$ cat src/rtl/ckm_pkg.sv
package ckm_pkg;
  localparam int NOSC     = 3;
  localparam int SEL_W    = 2;
  localparam int DIV_W    = 2;
  localparam int REG_W    = 8;
  localparam int STOP_LSB = 0;
  localparam int RSV_BIT  = 3;
  localparam int SEL_LSB  = 4;
  localparam int DIV_LSB  = 6;

  localparam logic [SEL_W-1:0] SEL_SLOW = 2'd0;
  localparam logic [SEL_W-1:0] SEL_FAST = 2'd1;
  localparam logic [SEL_W-1:0] SEL_EXT  = 2'd2;

  localparam logic [DIV_W-1:0] DIV_RESET  = 2'd3;
  localparam logic [NOSC-1:0]  STOP_RESET = 3'b110;
  // oscillator that the lock strap may hold running
  localparam logic [NOSC-1:0]  LOCK_MASK  = 3'b001;

  typedef enum logic [1:0] {ST_RUN, ST_HOLD, ST_WAIT, ST_STOP} ckm_state_t;

  // source code i selects oscillator i; codes without an oscillator give zero
  function automatic logic [NOSC-1:0] sel_onehot(input logic [SEL_W-1:0] s);
    logic [NOSC-1:0] r;
    r = '0;
    for (int i = 0; i < NOSC; i++) begin
      if (s == SEL_W'(i)) r[i] = 1'b1;
    end
    return r;
  endfunction
endpackage

$ cat src/rtl/ckm_rst_sync.sv
module ckm_rst_sync #(
  parameter int STAGES = 2
) (
  input  logic clk,
  input  logic arst_n,
  output logic rst_n
);
  logic [STAGES-1:0] sh_q;

  always_ff @(posedge clk or negedge arst_n) begin
    if (!arst_n) sh_q <= '0;
    else         sh_q <= {sh_q[STAGES-2:0], 1'b1};
  end

  assign rst_n = sh_q[STAGES-1];
endmodule

$ cat src/rtl/ckm_wr_check.sv
module ckm_wr_check import ckm_pkg::*; (
  input  logic             wr_en,
  input  logic             open,
  input  logic             lock_slow,
  input  logic             ext_unused,
  input  logic [SEL_W-1:0] cur_sel,
  input  logic [NOSC-1:0]  cur_stop,
  input  logic [SEL_W-1:0] wr_sel,
  input  logic [NOSC-1:0]  wr_stop,
  output logic             accept,
  output logic             reject,
  output logic             sel_change,
  output logic [NOSC-1:0]  eff_stop
);
  logic stop_change;
  logic bad_both, bad_rsv, bad_ext, bad_active, bad_dest, legal;

  always_comb begin
    eff_stop    = wr_stop & ~(lock_slow ? LOCK_MASK : '0);
    sel_change  = (wr_sel != cur_sel);
    stop_change = (eff_stop != cur_stop);
    bad_both    = sel_change && stop_change;
    bad_rsv     = (sel_onehot(wr_sel) == '0);
    bad_ext     = ext_unused && (wr_sel == SEL_EXT);
    bad_active  = |(eff_stop & sel_onehot(cur_sel));
    bad_dest    = sel_change && |(cur_stop & sel_onehot(wr_sel));
    legal       = open && !(bad_both || bad_rsv || bad_ext || bad_active || bad_dest);
    accept      = wr_en && legal;
    reject      = wr_en && !legal;
  end
endmodule

$ cat src/rtl/ckm_seq.sv
module ckm_seq import ckm_pkg::*; (
  input  logic             clk,
  input  logic             rst_n,
  input  logic             accept,
  input  logic             sel_change,
  input  logic [SEL_W-1:0] wr_sel,
  input  logic [NOSC-1:0]  osc_stable,
  input  logic             wait_req,
  input  logic             stop_req,
  input  logic             wake,
  output ckm_state_t       state_q,
  output logic             open,
  output logic             commit,
  output logic [SEL_W-1:0] tgt_q
);
  ckm_state_t state_d;
  logic       tgt_load;

  always_comb begin
    state_d  = state_q;
    tgt_load = 1'b0;
    commit   = 1'b0;
    open     = (state_q == ST_RUN) && !wait_req && !stop_req;
    case (state_q)
      ST_RUN: begin
        if (stop_req)                  state_d = ST_STOP;
        else if (wait_req)             state_d = ST_WAIT;
        else if (accept && sel_change) begin
          state_d  = ST_HOLD;
          tgt_load = 1'b1;
        end
      end
      ST_HOLD: begin
        if (|(osc_stable & sel_onehot(tgt_q))) begin
          commit  = 1'b1;
          state_d = ST_RUN;
        end
      end
      ST_WAIT, ST_STOP: begin
        if (wake) state_d = ST_RUN;
      end
      default: state_d = ST_RUN;
    endcase
  end

  always_ff @(posedge clk or negedge rst_n) begin
    if (!rst_n) begin
      state_q <= ST_RUN;
      tgt_q   <= SEL_SLOW;
    end else begin
      state_q <= state_d;
      if (tgt_load) tgt_q <= wr_sel;
    end
  end
endmodule

$ cat src/rtl/ckm_osc_gate.sv
module ckm_osc_gate import ckm_pkg::*; (
  input  ckm_state_t      state,
  input  logic [NOSC-1:0] stop_bits,
  input  logic            lock_slow,
  output logic [NOSC-1:0] osc_en
);
  logic in_stop;
  assign in_stop = (state == ST_STOP);

  for (genvar i = 0; i < NOSC; i++) begin : g_osc
    if (LOCK_MASK[i]) begin : g_lockable
      assign osc_en[i] = in_stop ? lock_slow : ~stop_bits[i];
    end else begin : g_plain
      assign osc_en[i] = in_stop ? 1'b0 : ~stop_bits[i];
    end
  end
endmodule

$ cat src/rtl/clk_mode_ctrl.sv
module clk_mode_ctrl import ckm_pkg::*; #(
  parameter int RST_STAGES = 2
) (
  input  logic             clk,
  input  logic             rst_n,
  input  logic             wr_en,
  input  logic [REG_W-1:0] wr_data,
  input  logic             strap_lso_lock,
  input  logic             strap_xin_unused,
  input  logic [NOSC-1:0]  osc_stable,
  input  logic             wait_req,
  input  logic             stop_req,
  input  logic             wake,
  output logic [NOSC-1:0]  osc_en,
  output logic [SEL_W-1:0] src_sel,
  output logic [DIV_W-1:0] cpu_div,
  output logic [REG_W-1:0] mode_q,
  output logic             busy,
  output logic             switch_done,
  output logic             err_flag,
  output logic             in_wait,
  output logic             in_stop
);
  logic             rst_core_n;
  logic [DIV_W-1:0] wr_div;
  logic [SEL_W-1:0] wr_sel;
  logic [NOSC-1:0]  wr_stop;
  logic             unused_rsv;
  logic             accept, reject, sel_change, open, commit;
  logic [NOSC-1:0]  eff_stop;
  logic [SEL_W-1:0] tgt_q;
  ckm_state_t       state;

  logic [DIV_W-1:0] div_q, div_d;
  logic [SEL_W-1:0] sel_q, sel_d;
  logic [NOSC-1:0]  stop_q, stop_d;
  logic             mode_en, err_q, done_q;

  ckm_rst_sync #(.STAGES(RST_STAGES)) u_rst (
    .clk(clk), .arst_n(rst_n), .rst_n(rst_core_n)
  );

  assign wr_div     = wr_data[DIV_LSB +: DIV_W];
  assign wr_sel     = wr_data[SEL_LSB +: SEL_W];
  assign wr_stop    = wr_data[STOP_LSB +: NOSC];
  assign unused_rsv = wr_data[RSV_BIT];

  ckm_wr_check u_chk (
    .wr_en(wr_en), .open(open), .lock_slow(strap_lso_lock),
    .ext_unused(strap_xin_unused), .cur_sel(sel_q), .cur_stop(stop_q),
    .wr_sel(wr_sel), .wr_stop(wr_stop), .accept(accept), .reject(reject),
    .sel_change(sel_change), .eff_stop(eff_stop)
  );

  ckm_seq u_seq (
    .clk(clk), .rst_n(rst_core_n), .accept(accept), .sel_change(sel_change),
    .wr_sel(wr_sel), .osc_stable(osc_stable), .wait_req(wait_req),
    .stop_req(stop_req), .wake(wake), .state_q(state), .open(open),
    .commit(commit), .tgt_q(tgt_q)
  );

  ckm_osc_gate u_gate (
    .state(state), .stop_bits(stop_q), .lock_slow(strap_lso_lock), .osc_en(osc_en)
  );

  always_comb begin
    div_d   = div_q;
    sel_d   = sel_q;
    stop_d  = stop_q;
    mode_en = accept || commit;
    if (accept) begin
      div_d  = wr_div;
      stop_d = eff_stop;
    end
    if (commit) sel_d = tgt_q;
  end

  always_ff @(posedge clk or negedge rst_core_n) begin
    if (!rst_core_n) begin
      div_q  <= DIV_RESET;
      sel_q  <= SEL_SLOW;
      stop_q <= STOP_RESET;
      err_q  <= 1'b0;
      done_q <= 1'b0;
    end else begin
      if (mode_en) begin
        div_q  <= div_d;
        sel_q  <= sel_d;
        stop_q <= stop_d;
      end
      if (reject) err_q <= 1'b1;
      done_q <= commit;
    end
  end

  assign src_sel     = sel_q;
  assign cpu_div     = div_q;
  assign mode_q      = {div_q, sel_q, 1'b0, stop_q};
  assign busy        = (state == ST_HOLD);
  assign in_wait     = (state == ST_WAIT);
  assign in_stop     = (state == ST_STOP);
  assign switch_done = done_q;
  assign err_flag    = err_q;
endmodule

$ cat config.mk
export PLATFORM = sky130hd
export DESIGN_NAME = clk_mode_ctrl
export DESIGN_NICKNAME = d
export VERILOG_FILES = /design/src/rtl/ckm_pkg.sv /design/src/rtl/ckm_rst_sync.sv /design/src/rtl/ckm_wr_check.sv /design/src/rtl/ckm_seq.sv /design/src/rtl/ckm_osc_gate.sv /design/src/rtl/clk_mode_ctrl.sv
export SDC_FILE = /design/constraint.sdc
export NUM_CORES = 1
export LEC_CHECK = 0
export ABC_AREA = 1
export BUFFER_PORTS_ARGS = -buffer_cell sky130_fd_sc_hd__buf_2
export CELL_PAD_IN_SITES_DETAIL_PLACEMENT = 0
export CELL_PAD_IN_SITES_GLOBAL_PLACEMENT = 1
export CORE_UTILIZATION = 34
export DETAILED_ROUTE_END_ITERATION = 8
export PLACE_DENSITY = 0.87
export SYNTH_ARGS = -nofsm -noshare
export SYNTH_HDL_FRONTEND = slang
export SYNTH_HIERARCHICAL = 1
export SYNTH_SLANG_ARGS = --single-unit
export TNS_END_PERCENT = 50
$ cat constraint.sdc
create_clock -name clk -period 2.3 [get_ports clk]
set_input_delay 0.69 -clock clk [delete_from_list [all_inputs] [get_ports clk]]
set_output_delay 0.69 -clock clk [all_outputs]
set_load 0.01 [all_outputs]
---- After elaboration in Yosys (flattened, before gate mapping) ----
Cells that the tools add are included.
cells by class
  equal/unequal tests ..................... 14
  reduce and logical (&&, ||, !) cells .... 30
  muxes and demuxes ....................... 28
  bitwise logic cells ..................... 8
operators by type and width
  operator                                                number
  two-way mux 1 bit                                       22
  bitwise AND 3 bit                                       4
  equality test 2 bit (second input constant)             5
  two-way mux 2 bit                                       5
  logical AND 1 bit                                       9
  OR reduction 3 bit                                      3
  equality test 2 x 1 -> 1 bit (second input constant)    4
  zero test 2 bit                                         4
  one-hot mux 2 bit (3 select lines)                      1
  logical OR 1 bit                                        5
  zero test 1 bit                                         4
  inequality test 4 bit (second input constant)           1
  AND reduction 2 bit                                     2
  zero test 3 bit                                         1
  inequality test 3 bit                                   1
  NOT 1 bit                                               3
  NOT 3 bit                                               1
  AND reduction 3 bit                                     1
  inequality test 2 x 1 -> 1 bit (second input constant)  1
  inequality test 2 bit                                   1
  inequality test 2 bit (second input constant)           1
  OR reduction 2 bit                                      1
word-level totals
  word-level logic and storage cells ...... 88
  flip-flop bits (word level) ............. 15
  bits of input ports ..................... 19

---- Logic depth before layout (Yosys ltp) ----
Gate-level depths: netlist of run 1.
  word-level depth ........................ 17
  gate-level depth with buffers ........... 16
  gate-level depth less buffers ........... 16

---- Modules after synthesis ----
The synthesis of run 1 kept the hierarchy.
by module, submodules not included
  module         times used  area each (um^2)  cells an instance  seq. area each (um^2)
  clk_mode_ctrl  1           386.6             45                 230.2
  ckm_seq        1           270.3             38                 100.1
  ckm_wr_check   1           205.2             43                 0.0
  ckm_rst_sync   1           53.8              3                  50.0
  ckm_osc_gate   1           38.8              8                  0.0

---- Least setup slack after synthesis of run 1 ----
OpenSTA, ideal clock, no wires.
  kind .................................... input-to-reg
  from .................................... input stop_req
  to ...................................... register u_seq.state_q[0]
  arrival time ............................ 1,751 ps
  data required time ...................... 2,183 ps
  path slack .............................. 432 ps
  cell stages on the path ................. 12
  path through ............................ nor3_1 nand3_1 nor2_2 nand2_1 nor2_2 nand2_1 nand3_1 nand2_1 inv_1 nand2_1 nand2_1 nand2_1
on the way
  cells in the longest elaborated chain, start to end .. 7
  elaborated cells on any way between the ends .. 9
  those cells by class .................... 1 x eq/ne; 2 x mux; 6 x reduce/logical
ends and longest elaborated chain
  item                                    line                 RTL
  start, declared                         clk_mode_ctrl.sv:12  input logic stop_req,
  zero test 1 bit                         ckm_seq.sv:23        open = (state_q == ST_RUN) && !wait_req && !stop_req;
  logical AND 1 bit                       ckm_seq.sv:23
  logical AND 1 bit                       ckm_wr_check.sv:27   legal = open && !(bad_both || bad_rsv || bad_ext || bad_active || bad_dest);
  logical AND 1 bit                       ckm_wr_check.sv:28   accept = wr_en && legal;
  net accept                              clk_mode_ctrl.sv:29  logic accept, reject, sel_change, open, commit;
  logical AND 1 bit                       ckm_seq.sv:28        else if (accept && sel_change) begin
  inequality test 4 bit (no source line)  --
  AND reduction 3 bit (no source line)    --
  end signal, assigned                    ckm_seq.sv:51        state_q <= state_d;
  end, declared                           ckm_seq.sv:11        output ckm_state_t state_q,
The timed path passes the listed nets, and every way through them passes these cells.
A chain may end at the register's enable or synchronous reset.

---- Final worst setup path of run 1 ----
  from .................................... register u_seq.state_q[0]
  to ...................................... register u_seq.state_q[0]
on the way
  cells in the longest elaborated chain, start to end .. 8
  elaborated cells on any way between the ends .. 15
  those cells by class .................... 6 x eq/ne; 1 x mux; 8 x reduce/logical
ends and longest elaborated chain
  item                                    line
  zero test 2 bit                         ckm_seq.sv:23
  logical AND 1 bit (2 in a row)          ckm_seq.sv:23
  net open                                clk_mode_ctrl.sv:29
  logical AND 1 bit                       ckm_wr_check.sv:27
  logical AND 1 bit                       ckm_wr_check.sv:28
  net accept                              clk_mode_ctrl.sv:29
  logical AND 1 bit                       ckm_seq.sv:28
  inequality test 4 bit (no source line)  --
  AND reduction 3 bit (no source line)    --
The timed path passes the listed nets, and every way through them passes these cells.

==> impl_metrics.toml, run 1 <==
[outcome]
outcome = "complete, no violations"

[sta]
slew_headroom = 0.647
worst_slew_pin_slew_ps = 529
fin_ws_ps = 338
setup_tns_ps = 0
post-route-period-util = 0.853
worst_clock_skew_ps = 4.81
slew_violations = 0
setup_viol = 0
rsz0062_at_grt = "no"
fin_crit_ps = 1960
hold_viol = 0
fmax_mhz = 510

[grt]
grt_first_pass_wirelength_um = 3350
antenna_found_initial = 0
track_usage = 0.159
globalRoute.totalOverflow = 0
grt_pass1_vias = 848
grt_max_degree = 14

[power]
p_leak_nw = 0.661
clockPowerShare = 0.136
p_int_w = 0.000628
irDropWorstVdd_v = 0.000456
p_switching_w = 0.000469
sw_frac_of_total = 0.428
power_frac_comb = 0.447
p_per_area_mw_per_mm2 = 951
sequentialPowerShare = 0.417

[clock_network]
clkTransAtPathRegs_ps = 90
clk_latency_ps = 280
cts_buffer_depth = 2
cts-hold-fix-buffers = 0
clock-root-buffer = "clkbuf_4"
cts_setup_buffers = 0
cts_resized = 0
cts_inserted_buffers = 3
htree_levels = 1
cts.sinks = 15
cts_tree = "yes"

[yosys]
synthDistinctLibCells = 20
synth_top_cell_by_area = "dfrtp_1"
synth.area.top_cells = "dfrtp_1 (29%), nand2_1 (20%), dfstp_2 (11%)"
synth_nets = 156
synth_area_um2 = 955
avgSynthCellArea_um2 = 6.97
yosys_warnings = 6
synth.top_cell.area_share = 0.288
syn_inst = 137
synth_seq_cells = 15
yosysSeqAreaShare = 0.398

[critical_path]
cp_num_buf_inv = 2
crit_type = "register to register"
worstSetupEndpointType = "register"
arrival_ps = 2140
path_cells = "nor2_4 > inv_1 > nor3_1 > nand3_1 > nor2_2 > nand2_1 > nor2_2 > nand2_1 > nand3_1 > nand2_1 > inv_1 > nand2_1 > nand2_1 > nand2_1"
slowest_delay_ps = 490
required_ps = 2480
crit_fanout = 8
cp_common_cell = "nand2_1"
critPathSlowestCell = "dfrtp_1"
path_delay_family = "simple AND/OR/NAND/NOR gates"
critPathLaunchType = "register"

[final_layout]
fin_nets = 191
final_common_cell = "nand2_1"
area_growth_pct = 20.8
finalInstanceArea_mm2 = 0.00115
drive_gt1_frac = 0.363
mostFrequentLayoutCells = "nand2_1 (50), buf_2 (36), inv_1 (21)"
n_antenna_cell = 0

[detailed_routing]
wl_per_cell_um = 10.3
dr.first_iter.drc_count = 22
routed_via_density = 4.54
route.antenna.remaining_nets = 0
via_count = 913
route.detailed.drc = 0
dr.pass1.iters = 5
wirelength_um = 2070

[run]
cap_violations = 0

[floorplanning]
die_y_um = 55.0
die_width_um = 55.0
start_util = 0.372
dieArea_mm2 = 0.00302
fp.coreArea_mm2 = 0.00257
num_rows = 18
io_pins = 39

[place]
port_buffers = 36
placed_area_mm2 = 0.00113
place.gp.congestion = 0.811
place_ws_ps = 213
hpwl_um = 1670

[worst_hold_path]
hold_path_class = "input pin to asynchronous set/reset pin"
cell usage after synthesis:
library cell / instances
a21oi_1: 5
conb_1: 2
o21ai_1: 2
nand2_2: 1
nor3_1: 1
nor2_2: 7
inv_1: 21
nand2_1: 50
a21boi_0: 1
dfrtp_1: 11
buf_4: 7
o21ai_0: 1
nor2_1: 5
nor2_4: 2
nand3_1: 9
nand4_4: 1
dfstp_2: 4
nand4_2: 1
or2_2: 1
inv_2: 5
flip-flops by register name (all words and copies together) (netlist names):
name	cells
src_sel	2
cpu_div	2
u_seq/tgt_q	2
err_flag	1
switch_done	1
stop_q	3
u_seq/state_q	2
u_rst/sh_q	2
power groups by stage:
stage | combinational (W) | clock, W | sequential [W]
floorplan | 0.000335 | 0 | 0.000471
global route | 0.000565 | 0.000172 | 0.000471
finish | 0.000491 | 0.000149 | 0.000458
detailed placement | 0.000492 | 0 | 0.000464
CTS | 0.000493 | 0.000159 | 0.000460
global placement | 0.000479 | 0 | 0.000460
layer usage:
metal	up-vias	global-route usage	routed length, µm
met3	2	0.0246	76
met1	417	0.171	916
li1	475	-	-
met5	-	0	0
met2	19	0.299	1060
met4	0	0.0750	14
stage by stage:
stage	total power (W)	hold WS, ps	instances	util
after floorplan	0.000806	157	137	-
after global placement	0.000939	222	197	0.439
after detailed placement	0.000956	231	197	0.439
after CTS	0.00111	165	201	0.449
after global routing	0.00121	151	201	0.449
final	0.00110	178	201	0.449
final cells by class:
cell class,instances,area (µm²)
fill,286,1410
multi-input combinational,89,424
sequential,15,380
timing repair buffer,37,188
inverter,26,97.6
tap,30,37.5
clock buffer,4,26.3
logic make-up after synthesis:
| kind of cell | count (synthesis) | share of synthesized area |
|---|---|---|
| AO/OA/AOI/OAI | 9 | 0.0498 |
| buffers and inverters | 33 | 0.157 |
| flip-flops | 15 | 0.398 |
| other | 2 | 0.00787 |
| AND/OR/NAND/NOR | 78 | 0.387 |
worst paths after layout:
| check | depth (start not counted) | to | from | slack (ps) |
|---|---|---|---|---|
| worst min register to register | 0 | src_sel[1] | u_rst/sh_q[1] | 210 |
| worst max register to register | 14 | u_seq/state_q[0] | u_seq/state_q[0] | 340 |
| min in group clk | 0 | u_rst/sh_q[1] | u_rst/sh_q[0] | 360 |
| worst min-delay path | 1 | u_rst/sh_q[0] | rst_n | 180 |
| worst max-delay path | 14 | u_seq/state_q[0] | u_seq/state_q[0] | 340 |
| max in group asynchronous | 0 | stop_q[1] | u_rst/sh_q[1] | 1720 |
Power figures use the tool's default switching activity.
==> run 2, diff against run 1 <==
--- a/config.mk
+++ b/config.mk
@@ -10,8 +10,10 @@
 export CELL_PAD_IN_SITES_DETAIL_PLACEMENT = 0
 export CELL_PAD_IN_SITES_GLOBAL_PLACEMENT = 1
 export CORE_UTILIZATION = 34
+export CTS_BUF_LIST = sky130_fd_sc_hd__clkbuf_16
 export DETAILED_ROUTE_END_ITERATION = 8
 export PLACE_DENSITY = 0.87
+export RECOVER_POWER = 50
 export SYNTH_ARGS = -nofsm -noshare
 export SYNTH_HDL_FRONTEND = slang
 export SYNTH_HIERARCHICAL = 1
==> impl_metrics.toml, run 2 (synthesis gave the netlist of run 1 again) <==
[grt]
met1_usage = 0.179
grt_max_degree = 14
grt_first_pass_wirelength_um = 3410
top_usage_layer = "met2"
antenna_found_initial = 0
grt_pass1_vias = 838
globalRoute.totalOverflow = 0
use_met2 = 0.301
track_usage = 0.162
grtUsageMet3 = 0.0273

[clock_network]
cts_tree = "yes"
cts-hold-fix-buffers = 0
clkTransAtPathRegs_ps = 50
cts_setup_buffers = 0
cts.sinks = 15
cts_buffer_depth = 2
clock-root-buffer = "clkbuf_16"
htree_levels = 1
cts_resized = 0
clk_latency_ps = 240
cts_inserted_buffers = 3

[critical_path]
required_ps = 2430
crit_fanout = 8
crit_type = "register to register"
critPathSlowestCell = "dfrtp_1"
slowest_delay_ps = 480
critPathLaunchType = "register"
worstSetupEndpointType = "register"
path_cells = "nor2_4 > inv_1 > nor3_1 > nand3_1 > nor2_2 > nand2_1 > nor2_2 > nand2_1 > nand3_1 > nand2_1 > inv_1 > nand2_1 > nand2_1 > nand2_1"
arrival_ps = 2090
cp_common_cell = "nand2_1"

[final_layout]
area_growth_pct = 25.2
fin_nets = 191
final_common_cell = "nand2_1"
top_register = "stop_q"
finalInstanceArea_mm2 = 0.00119
mostFrequentLayoutCells = "nand2_1 (50), buf_2 (29), inv_1 (22)"
n_antenna_cell = 0
drive_gt1_frac = 0.316
largest_reg_flops = 3

[sta]
setup_tns_ps = 0
worst_clock_skew_ps = 1.01
slew_headroom = 0.650
slew_violations = 0
fin_crit_ps = 1960
fmax_mhz = 511
whs_ps = 215
post-route-period-util = 0.850
hold_viol = 0
worst_slew_pin_slew_ps = 526
setup_viol = 0
rsz0062_at_grt = "no"

[detailed_routing]
routed_via_density = 4.52
route.detailed.drc = 0
via_count = 908
dr.first_iter.drc_count = 15
route.antenna.remaining_nets = 0
wl_per_cell_um = 10.5
dr.pass1.iters = 5
wirelength_um = 2110

[floorplanning]
num_rows = 18
dieArea_mm2 = 0.00302
die_width_um = 55.0
fp.coreArea_mm2 = 0.00257
die_y_um = 55.0
io_pins = 39
start_util = 0.372

[place]
port_buffers = 36
hpwl_um = 1670
place.gp.congestion = 0.811
placed_area_mm2 = 0.00113

[power]
sequentialPowerShare = 0.361
power_w = 0.00127
sw_frac_of_total = 0.382
p_leak_nw = 0.664
p_int_w = 0.000785
clockPowerShare = 0.259
p_switching_w = 0.000485
p_per_area_mw_per_mm2 = 1060
irDropWorstVdd_v = 0.000506
power_frac_comb = 0.380

[outcome]
outcome = "complete, no violations"

[run]
cap_violations = 0

[worst_hold_path]
hold_path_class = "register to asynchronous set/reset pin"
==> run 2: cell count changes in the layout (fill, tap and decap cells not counted), sizes merged <==
cell	before	now
inv	26	27
clkbuf	4	10
buf	37	30
==> run 2: per-stage QoR <==
stage                     cells   util  worst slack (ps)
after global placement      197  0.439               242
after detailed placement    197  0.439               213
after floorplan             137      -               432
after CTS                   201  0.470               357
after global routing        201  0.465               140
final                       201  0.465               344
==> run 2: routing by layer <==
metal,up-vias,share of wire
li1,474,-
met2,19,0.52
met5,-,0
met4,0,0.0062
met1,413,0.44
met3,2,0.038
==> run 2: area by class of cell <==
type                    instances  area, µm²
fillers                       277       1370
multi-input cells              89        422
flip-flops and latches         15        380
repair buffers                 37        179
inverters                      26       97.6
clock buffers                   3       75.1
well taps                      30       37.5
clock inverters                 1       3.75
==> run 2: path summary, 6_finish.rpt <==
check / start / depth (start not counted) / end / slack, ps
setup / recovery: u_seq/state_q[0] / 14 / u_seq/state_q[0] / 340
min in group clk: u_rst/sh_q[0] / 0 / u_rst/sh_q[1] / 350
setup reg to reg: u_seq/state_q[0] / 14 / u_seq/state_q[0] / 340
max in group asynchronous: u_rst/sh_q[1] / 0 / stop_q[2] / 1720
hold reg to reg: u_rst/sh_q[1] / 0 / err_flag / 210
hold / removal: u_rst/sh_q[1] / 0 / err_flag / 210
==> run 2: worst max-delay path, delay by kind of cell, from the launching register on <==
| family | cells | cell delay (ps) |
|---|---|---|
| and+or+nand+nor | 12 | 1230 |
| buffers and inverters | 2 | 140 |
| DFF | 1 | 480 |
==> run 2: power by group through the flow <==
| stage | combinational [W] | sequential (W) | clock, W |
|---|---|---|---|
| final | 0.000482 | 0.000459 | 0.000329 |
| after detailed placement | 0.000492 | 0.000464 | 0 |
| after global placement | 0.000479 | 0.000460 | 0 |
| after global routing | 0.000558 | 0.000473 | 0.000353 |
| after CTS | 0.000495 | 0.000461 | 0.000334 |
| after floorplan | 0.000335 | 0.000471 | 0 |
